**config.mk**
```make
export PLATFORM = sky130hd
export DESIGN_NAME = amo_alu
export DESIGN_NICKNAME = d
export VERILOG_FILES = /design/src/rtl/amo_pkg.sv /design/src/rtl/amo_decode.sv /design/src/rtl/amo_datapath.sv /design/src/rtl/amo_alu.sv
export SDC_FILE = /design/constraint.sdc
export NUM_CORES = 1
export LEC_CHECK = 0
export BUFFER_PORTS_ARGS = -buffer_cell sky130_fd_sc_hd__buf_4
export CAP_MARGIN = 0
export CORE_ASPECT_RATIO = 1.4
export CORE_MARGIN = 1
export CORE_UTILIZATION = 30
export DETAILED_ROUTE_END_ITERATION = 7
export PLACE_DENSITY = 0.49
export SLEW_MARGIN = 20
export SYNTH_ARGS = -nofsm -noshare
export SYNTH_HDL_FRONTEND = slang
export SYNTH_HIERARCHICAL = 1
export SYNTH_SLANG_ARGS = --single-unit
```
**constraint.sdc**
```tcl
create_clock -name clk -period 1.2 [get_ports clk]
set_clock_uncertainty 0.2 [all_clocks]
set_input_delay 0.36 -clock clk [delete_from_list [all_inputs] [get_ports clk]]
set_output_delay 0.36 -clock clk [all_outputs]
set_load 0.01 [all_outputs]
```
**src/rtl/amo_pkg.sv**
```systemverilog
package amo_pkg;

  localparam int OPW = 5;

  localparam logic [OPW-1:0] OPC_ADD  = 5'h00;
  localparam logic [OPW-1:0] OPC_SWAP = 5'h01;
  localparam logic [OPW-1:0] OPC_RSV  = 5'h02;
  localparam logic [OPW-1:0] OPC_CND  = 5'h03;
  localparam logic [OPW-1:0] OPC_XOR  = 5'h04;
  localparam logic [OPW-1:0] OPC_OR   = 5'h08;
  localparam logic [OPW-1:0] OPC_AND  = 5'h0c;
  localparam logic [OPW-1:0] OPC_SMIN = 5'h10;
  localparam logic [OPW-1:0] OPC_SMAX = 5'h14;
  localparam logic [OPW-1:0] OPC_UMIN = 5'h18;
  localparam logic [OPW-1:0] OPC_UMAX = 5'h1c;

  localparam logic [1:0] WID_WORD  = 2'd2;
  localparam logic [1:0] WID_DWORD = 2'd3;

  typedef enum logic [3:0] {
    K_ADD, K_SWAP, K_XOR, K_OR, K_AND,
    K_SMIN, K_SMAX, K_UMIN, K_UMAX,
    K_RSV, K_CND, K_BAD
  } amo_kind_e;

endpackage

```
**src/rtl/amo_decode.sv**
```systemverilog
module amo_decode
  import amo_pkg::*;
(
  input  logic [OPW-1:0] op_code,
  input  logic [1:0]     width_sel,
  output amo_kind_e      kind,
  output logic           is_word,
  output logic           bad_req
);

  logic width_ok;
  amo_kind_e op_kind;

  assign width_ok = (width_sel == WID_WORD) || (width_sel == WID_DWORD);
  assign is_word  = (width_sel == WID_WORD);

  always_comb begin
    unique case (op_code)
      OPC_ADD:  op_kind = K_ADD;
      OPC_SWAP: op_kind = K_SWAP;
      OPC_XOR:  op_kind = K_XOR;
      OPC_OR:   op_kind = K_OR;
      OPC_AND:  op_kind = K_AND;
      OPC_SMIN: op_kind = K_SMIN;
      OPC_SMAX: op_kind = K_SMAX;
      OPC_UMIN: op_kind = K_UMIN;
      OPC_UMAX: op_kind = K_UMAX;
      OPC_RSV:  op_kind = K_RSV;
      OPC_CND:  op_kind = K_CND;
      default:  op_kind = K_BAD;
    endcase
  end

  assign kind    = width_ok ? op_kind : K_BAD;
  assign bad_req = (kind == K_BAD);

endmodule

```
**src/rtl/amo_datapath.sv**
```systemverilog
module amo_datapath
  import amo_pkg::*;
#(
  parameter int XLEN   = 64,
  parameter int WORD_W = 32
) (
  input  amo_kind_e        kind,
  input  logic             is_word,
  input  logic [XLEN-1:0]  mem_val,
  input  logic [XLEN-1:0]  reg_val,
  output logic [XLEN-1:0]  store_val,
  output logic [XLEN-1:0]  dest_val
);

  localparam int PAD = XLEN - WORD_W;

  // Narrow to the word and widen again, with or without the sign.
  function automatic logic [XLEN-1:0] fit_s(input logic [XLEN-1:0] v, input logic w);
    return w ? {{PAD{v[WORD_W-1]}}, v[WORD_W-1:0]} : v;
  endfunction

  function automatic logic [XLEN-1:0] fit_u(input logic [XLEN-1:0] v, input logic w);
    return w ? {{PAD{1'b0}}, v[WORD_W-1:0]} : v;
  endfunction

  // Strict choice: the operand wins only when the test is true.
  function automatic logic [XLEN-1:0] pick(input logic take_reg,
                                           input logic [XLEN-1:0] r,
                                           input logic [XLEN-1:0] m);
    return take_reg ? r : m;
  endfunction

  logic [XLEN-1:0] m_s, r_s, m_u, r_u, sum, raw;
  logic            s_lt, s_gt, u_lt, u_gt;

  assign m_s = fit_s(mem_val, is_word);
  assign r_s = fit_s(reg_val, is_word);
  assign m_u = fit_u(mem_val, is_word);
  assign r_u = fit_u(reg_val, is_word);

  assign sum  = m_s + r_s;
  assign s_lt = $signed(r_s) < $signed(m_s);
  assign s_gt = $signed(r_s) > $signed(m_s);
  assign u_lt = r_u < m_u;
  assign u_gt = r_u > m_u;

  always_comb begin
    unique case (kind)
      K_ADD:   raw = sum;
      K_SWAP:  raw = r_s;
      K_XOR:   raw = m_s ^ r_s;
      K_OR:    raw = m_s | r_s;
      K_AND:   raw = m_s & r_s;
      K_SMIN:  raw = pick(s_lt, r_s, m_s);
      K_SMAX:  raw = pick(s_gt, r_s, m_s);
      K_UMIN:  raw = pick(u_lt, r_s, m_s);
      K_UMAX:  raw = pick(u_gt, r_s, m_s);
      K_CND:   raw = r_s;
      default: raw = '0;
    endcase
  end

  assign store_val = fit_s(raw, is_word);
  assign dest_val  = (kind == K_CND || kind == K_BAD) ? '0 : m_s;

endmodule

```
**src/rtl/amo_alu.sv**
```systemverilog
module amo_alu
  import amo_pkg::*;
#(
  parameter int XLEN   = 64,
  parameter int WORD_W = 32
) (
  input  logic              clk,
  input  logic              rst_n,
  input  logic              in_valid,
  input  logic [4:0]        op_code,
  input  logic [1:0]        width_sel,
  input  logic [XLEN-1:0]   mem_data,
  input  logic [XLEN-1:0]   reg_data,
  output logic              out_valid,
  output logic [XLEN-1:0]   store_data,
  output logic [XLEN-1:0]   dest_data,
  output logic              lr_flag,
  output logic              sc_flag,
  output logic              illegal
);

  localparam int PAD = XLEN - WORD_W;

  amo_kind_e       kind;
  logic            is_word, bad_req;
  logic [XLEN-1:0] store_nx, dest_nx;
  logic            word_q;

  amo_decode u_dec (
    .op_code   (op_code),
    .width_sel (width_sel),
    .kind      (kind),
    .is_word   (is_word),
    .bad_req   (bad_req)
  );

  amo_datapath #(.XLEN(XLEN), .WORD_W(WORD_W)) u_dp (
    .kind      (kind),
    .is_word   (is_word),
    .mem_val   (mem_data),
    .reg_val   (reg_data),
    .store_val (store_nx),
    .dest_val  (dest_nx)
  );

  always_ff @(posedge clk or negedge rst_n) begin
    if (!rst_n) begin
      out_valid  <= 1'b0;
      store_data <= '0;
      dest_data  <= '0;
      lr_flag    <= 1'b0;
      sc_flag    <= 1'b0;
      illegal    <= 1'b0;
      word_q     <= 1'b0;
    end else begin
      out_valid <= in_valid;
      if (in_valid) begin
        store_data <= store_nx;
        dest_data  <= dest_nx;
        lr_flag    <= (kind == K_RSV);
        sc_flag    <= (kind == K_CND);
        illegal    <= bad_req;
        word_q     <= is_word;
      end
    end
  end

  // the three flags never overlap
  a_r11_flags_exclusive: assert property (@(posedge clk) disable iff (!rst_n)
    $onehot0({lr_flag, sc_flag, illegal}));

  // a rejected request leaves both data outputs at zero
  a_r11_illegal_zero: assert property (@(posedge clk) disable iff (!rst_n)
    illegal |-> (store_data == '0 && dest_data == '0));

  // word results returned to the destination are sign-extended
  a_r7_dest_sext: assert property (@(posedge clk) disable iff (!rst_n)
    (word_q && !illegal) |-> (dest_data[XLEN-1:WORD_W] == {PAD{dest_data[WORD_W-1]}}));

  // word results written to memory are sign-extended
  a_r8_store_sext: assert property (@(posedge clk) disable iff (!rst_n)
    (word_q && !illegal) |-> (store_data[XLEN-1:WORD_W] == {PAD{store_data[WORD_W-1]}}));

  // one cycle from request to result
  a_r2_latency: assert property (@(posedge clk) disable iff (!rst_n)
    in_valid |=> out_valid);

  // outputs hold while no request arrives
  a_r2_hold: assert property (@(posedge clk) disable iff (!rst_n)
    !in_valid |=> (!out_valid && $stable(store_data) && $stable(dest_data)
                   && $stable({lr_flag, sc_flag, illegal})));

endmodule

```
== Word-level counts from Yosys, hierarchy flattened ==
Memories as Yosys holds them, arrays and structs flattened.
Index checks and enable logic that the tools add are counted.

* Bits in registers: 132
* Latch bits: 0
* RAM bits: 0
* Memory bits (read-only): 128
* Input port bits: 138
* Output and inout bits: 132
* Logic and storage cells: 44
* Memories kept: 1

* Add/sub/neg operators: 1
* Multiply operators: 0
* Divide/modulo/power cells: 0
* $lt $le $gt $ge: 4
* Equality and inequality tests: 13
* Shift operators: 0
* Multiplexer cells: 12
* Bitwise logic cells: 3
* Reductions and logical operators: 4

{| class="wikitable"
|+ Memories
! name !! words !! width !! rd ports !! clocked after Yosys merged registers in !! write ports !! line !! source
|-
| (no name shown) || 32 || 4 || 1 || 0 || 0 || amo_decode.sv:18 || <nowiki>unique case (op_code)</nowiki>
|}

{| class="wikitable"
|+ Operators with widths
! kind !! count
|-
| 64-bit two-way mux || 10
|-
| 64-bit one-hot mux with 9 select lines || 1
|-
| 64-bit greater-than comparator || 2
|-
| 64-bit less-than comparator || 2
|-
| 64-bit adder || 1
|-
| 64-bit bitwise AND || 1
|-
| 64-bit OR || 1
|-
| 64-bit XOR || 1
|-
| 4-bit by 3-bit == test with 1-bit output, second input constant || 4
|-
| 4-bit == test, second input constant || 4
|-
| 4-bit by 2-bit == test with 1-bit output, second input constant || 2
|-
| 2-bit == test, second input constant || 2
|-
| 4-bit by 1-bit == test with 1-bit output, second input constant || 1
|-
| 4-bit zero test || 1
|-
| 4-bit two-way mux || 1
|-
| 1-bit logical OR || 2
|-
| 2-bit OR reduction || 1
|}

== Depth between registers and ports, before layout ==
* Word-level depth: 7
* Depth in mapped cells: 24
* Mapped depth without buffers: 18

== Hierarchy ==
The synthesis kept the hierarchy.

{| class="wikitable"
|+ By module, submodules not included
! module !! times used !! cells an instance !! area each (um^2) !! sequential area each (um^2)
|-
| amo_datapath || 1 || 1633 || 10655.2 || 0.0
|-
| amo_alu || 1 || 280 || 5283.8 || 3303.2
|-
| amo_decode || 1 || 26 || 209.0 || 0.0
|}

== Least setup slack after synthesis ==
No wires, ideal clock.

* Path type: input-to-reg
* Start: input port width_sel[1]
* End: register store_data[22]
* Setup time: 0.125 ns
* Arrival: 5.172 ns
* Required time: 0.875 ns
* Path slack: -4.297 ns
* Stages: 23
* Path buffers: 7
* Cells stage by stage: nor2b_1 -> clkbuf_1 -> inv_1 -> nor2_1 -> clkbuf_1 -> clkbuf_1 -> a21oi_1 -> ha_1 -> buf_2 -> nor4_1 -> nand3_1 -> or4b_4 -> nor3_4 -> and3_1 -> or3_4 -> mux2i_1 -> or4_1 -> buf_2 -> buf_6 -> buf_6 -> a221oi_2 -> o221ai_1 -> mux2_4

* Longest elaborated chain between the ends: 7
* Elaborated cells between the ends (all ways): 29
* Those cells by class: order compare (4); eq/ne (11); mux (11); reduce/logical (3)

{| class="wikitable"
|+ RTL lines
! what !! line !! source
|-
| start: declaration || amo_alu.sv:11 || <nowiki>input logic [1:0] width_sel,</nowiki>
|-
| branches (longest 5 deep; another with 64-bit greater-than comparator) || -- ||
|-
| 64-bit one-hot mux with 9 select lines * || amo_datapath.sv:48 || <nowiki>unique case (kind)</nowiki>
|-
| 64-bit two-way mux * || amo_datapath.sv:19 || <nowiki>return w ? {{PAD{v[WORD_W-1]}}, v[WORD_W-1:0]} : v;</nowiki>
|-
| via store_nx[22] || amo_alu.sv:26 || <nowiki>logic [XLEN-1:0] store_nx, dest_nx;</nowiki>
|-
| end signal: assignment || amo_alu.sv:58 || <nowiki>store_data <= store_nx;</nowiki>
|-
| end: declaration || amo_alu.sv:15 || <nowiki>output logic [XLEN-1:0] store_data,</nowiki>
|}

Mark *: on every way through the listed nets, which the timed path passes.
A chain may end at the register's enable or synchronous reset.

== Final worst setup path ==
* Start: input port width_sel[1]
* End: register store_data[57]

* Longest elaborated chain between the ends: 7
* Elaborated cells between the ends (all ways): 33
* Those cells by class: add/sub (1); order compare (4); eq/ne (11); mux (11); bitwise (3); reduce/logical (3)

{| class="wikitable"
|+ RTL lines
! what !! line !! source
|-
| 2-bit == test * || amo_decode.sv:15 || <nowiki>assign is_word = (width_sel == WID_WORD);</nowiki>
|-
| via is_word || amo_alu.sv:25 || <nowiki>logic is_word, bad_req;</nowiki>
|-
| branches (longest 5 deep; another with 64-bit greater-than comparator) || -- ||
|-
| 64-bit two-way mux * || amo_datapath.sv:19 ||
|-
| via store_nx[57] || amo_alu.sv:26 ||
|}

Marks and branches as above.

==> impl_results.md <==
* Status: finished with violations
* Failing checks: setup timing
* Seq/Total Area, Yosys at 20.5%
* Sequential power share at 22.4%
* Crit path top cell by count: buf_6
* Hold crit path type: in -> reg
* Total Nets Final at 3182
* Post-route cell area at 26700 um2
* Core area at 53200 um2
* FMAX at 220 MHz
* Delay-heaviest family, CP: simple AND/OR/NAND/NOR gates
* RSZ-0062 raised after global routing: yes
* Total setup violations reported at the end of the flow at 263
* Largest net degree at the start of global routing at 37
* RR Startpoint: store_data[0]
* Chip Height at 277 um
* WL/cell at 21.1 um
* Fraction of layout cells with a size suffix above 1 at 49.0%
* R2R Setup Slk at 0.03 ns
* Hold slack final at 0.0656 ns
* Vias per inst at 5.13
* Synth top area share at 20.5%
* Synthesized cell area at 16100 um2
* Worst Path Required at 1.36 ns
* Starting density of the core at 30.4%
* Cell variety after synth at 74
* I/O Buffers at 269
* CTS Root Cell: clkbuf_16
* Max-cap violations at 0
* Skew-Pair Late Insertion Delay at 0.47 ns
* Yosys top cell by area: dfrtp_1
* Cell count after synthesis at 1939
* Initial DRC Count at 822
* Synth warn at 6
* Buf+Inv Stages, Crit Path at 4
* H-tree Lvls at 4
* Die Footprint at 54800 um2
* IO Count at 270
* Pwr Density at 864 nW/um2
* DPL Wire Length at 57.6 mm
* First-pass GRT wire length at 110 mm
* NetSw at 8720 uW
* Crit. Startpoint: width_sel[1]
* Number of global-route vias before repair at 19300
* Die W at 198 um
* # DRC at 0
* CP Capture Point: store_data[57]
* Final hold vios at 0
* Top area cells in the synthesized netlist: dfrtp_1 (20%), ha_1 (18%), mux2_4 (8.4%)
* CP max stage delay at 0.53 ns
* Setup ws final at -3.35 ns
* Syn_nets at 2305
* Hold Startpoint: in_valid
* Crit Path Max Fanout at 11
* Fin crit share at 379%
* Clock Power Share at 25.1%
* WS Path Type: in -> reg
* Slew Limit Fails at 0
* Mean area per synthesized cell at 8.33 um2
* Comb pwr share at 52.5%
* Routed vias at 18200
* Startpoint types: input pin
* Yosys reg bits at 132
* Detailed Route WL at 74.8 mm
* Initial antenna violation count at 0
* Top_reg_cell synth: dfrtp_1
* Grt total ovfl at 0
* TritonCTS Sinks at 132
* Leak at 0.0134 uW
* TritonCTS buffer count at 17
* Worst-case clock buffer depth at 2
* Worst reg2reg path depth at 2
* Post-route ant nets at 0
* Worst Setup End Kind: flip-flop
* Sw Ratio at 37.8%
* RePlAce Congestion at 0.967
* GRT Util Overall at 26.4%
* Min cycle time layout at 4.55 ns
* Worst-Margin Slew at 0.627 ns
* Clock-pin slew of the registers on the worst-case setup and hold paths at 0.07 ns
* Row cnt at 100
* Maximum vdd drop at 1.16 mV
* Cell Chain, Critical Path: buf_6 > nor2b_4 > clkinv_4 > nor2_4 > buf_12 > a21oi_2 > ha_1 > nor4_4 > nand3_2 > or4b_4 > nor3_4 > and3_4 > o31ai_2 > and3_1 > or4_4 > buf_6 > a221o_1 > a211oi_2 > o21ai_1 > mux2_4
* Relative slew slack at 57.7%
* Area of placed instances at 23900 um2
* CP max stage cell: or4b_4
* CTS tree: built
* Area growth syn-to-layout at 65.3%
* Worst Path Arrival at 4.71 ns
* Post-synth EDFFs at 0
* Worst path depth at 20
* Initial DRT Pass Iterations at 6
* Internal Power at 14400 uW
* Reg-to-reg critical path endpoint: store_data[0]
* Ys async rst share at 100%
-- how the worst min path moves through the flow --
stage / to / slack [ns] / depth (start not counted)
2_1_floorplan: dest_data[0] / -0.14 / 0
3_3_place_gp: dest_data[39] / -0.004 / 1
3_5_place_dp: dest_data[39] / -0.007 / 1
4_1_cts: store_data[15] / 0.04 / 2
5_1_grt: store_data[15] / 0.06 / 2
6_report: store_data[15] / 0.07 / 2
-- cell usage after synthesis, types with 9 or more instances --
cell type and instances:
buf_2 18, xnor2_1 49, nand2_1 126, a221oi_2 14, nor3_1 13, nor4_1 14
mux2_4 90, ha_1 227, a221o_1 27, buf_6 16, nor2b_1 50, nor2_1 210
dfrtp_1 132, nand4_1 32, o211ai_1 10, o221ai_1 33, a21o_1 34, o21ai_0 100
a22oi_1 18, o31ai_1 9, inv_1 168, a221oi_1 41, mux2_2 44, a211oi_1 16
o21ai_1 15, clkbuf_1 96, a21oi_1 153, a31oi_1 15, o21bai_1 26, nand3_1 21
-- final cells by class --
class	instances	area (um2)
fillers	5046	26500
multi-input cells	1499	12800
diodes	2	5.00
clock buffers	17	425
flip-flops and latches	132	3310
clock inverters	14	163
repair buffers	998	8400
inverters	168	656
well taps	714	893
-- placed cells by master (no fill, tap or decap), types with 44 or more instances in the layout --
master | Yosys | final
nor2b_1 | 50 | 44
xnor2_1 | 49 | 49
inv_1 | 168 | 163
o21ai_0 | 100 | 78
nand2_1 | 126 | 123
buf_6 | 16 | 78
a21oi_1 | 153 | 125
ha_1 | 227 | 211
dfrtp_1 | 132 | 128
buf_4 | 1 | 872
mux2_4 | 90 | 125
nor2_4 | 0 | 61
nor2_1 | 210 | 134
-- stage by stage --
stage               setup WS, ns  cells  total power (uW)  setup TNS, ns  utilization [%]
global route               -3.57   3542             24300        -336.65             50.2
CTS                        -3.38   3495             22100        -318.05             46.8
detailed placement         -4.41   3456             15900        -366.96             45.0
finish                     -3.35   3544             23100        -318.85             50.2
global placement           -4.43   3456             15800        -364.03             45.0
floorplan                  -3.60   1939             10200        -321.71                -
-- routing by layer --
metal  track usage (%)  share of wire, %  up-vias  wire length, um
li1                  -                 -     8663                -
met1              29.6                39     8837            29400
met2              49.3                52      517            38700
met3              3.33               4.2      148             3150
met4              11.1               4.7        0             3520
met5                 0                 0        -                0
-- registers in the layout, summed over array words and instances, names as in the netlist --
name and count:
illegal 1, dest_data 64, lr_flag 1, sc_flag 1
out_valid 1, store_data 64
-- cells by family (layout without fill, tap and decap cells) --
group	count (synthesis)	after routing	share of synthesized area (%)
buffers and inverters	308	1197	8.14
flip-flops	132	132	20.5
adder cells (fa/ha/maj)	228	228	17.7
XOR/XNOR	56	56	3.04
AO/OA/AOI/OAI	549	549	23.1
multiplexers	140	140	11.8
other	0	2	0
AND/OR/NAND/NOR	526	526	15.7
-- power groups by stage --
stage	Clock, uW	Combinational, uW	Sequential [uW]
6_report	5780	12100	5170
4_1_cts	5950	10900	5160
2_1_floorplan	0	4900	5330
3_5_place_dp	0	10700	5220
3_3_place_gp	0	10600	5220
5_1_grt	6060	13000	5220
-- repair_timing --
| action | in CTS | in global routing |
|---|---|---|
| setup buffers | 4 | 43 |
| pin swaps | 11 | 17 |
| hold buffers | 2 | 0 |
| endpoints found under the setup margin | 263 | 263 |
| cloned | 2 | 8 |
| hold endpoints to repair | 133 | 0 |
| resized for setup | 72 | 329 |
Note: power is estimated with default switching activity, not from simulation.
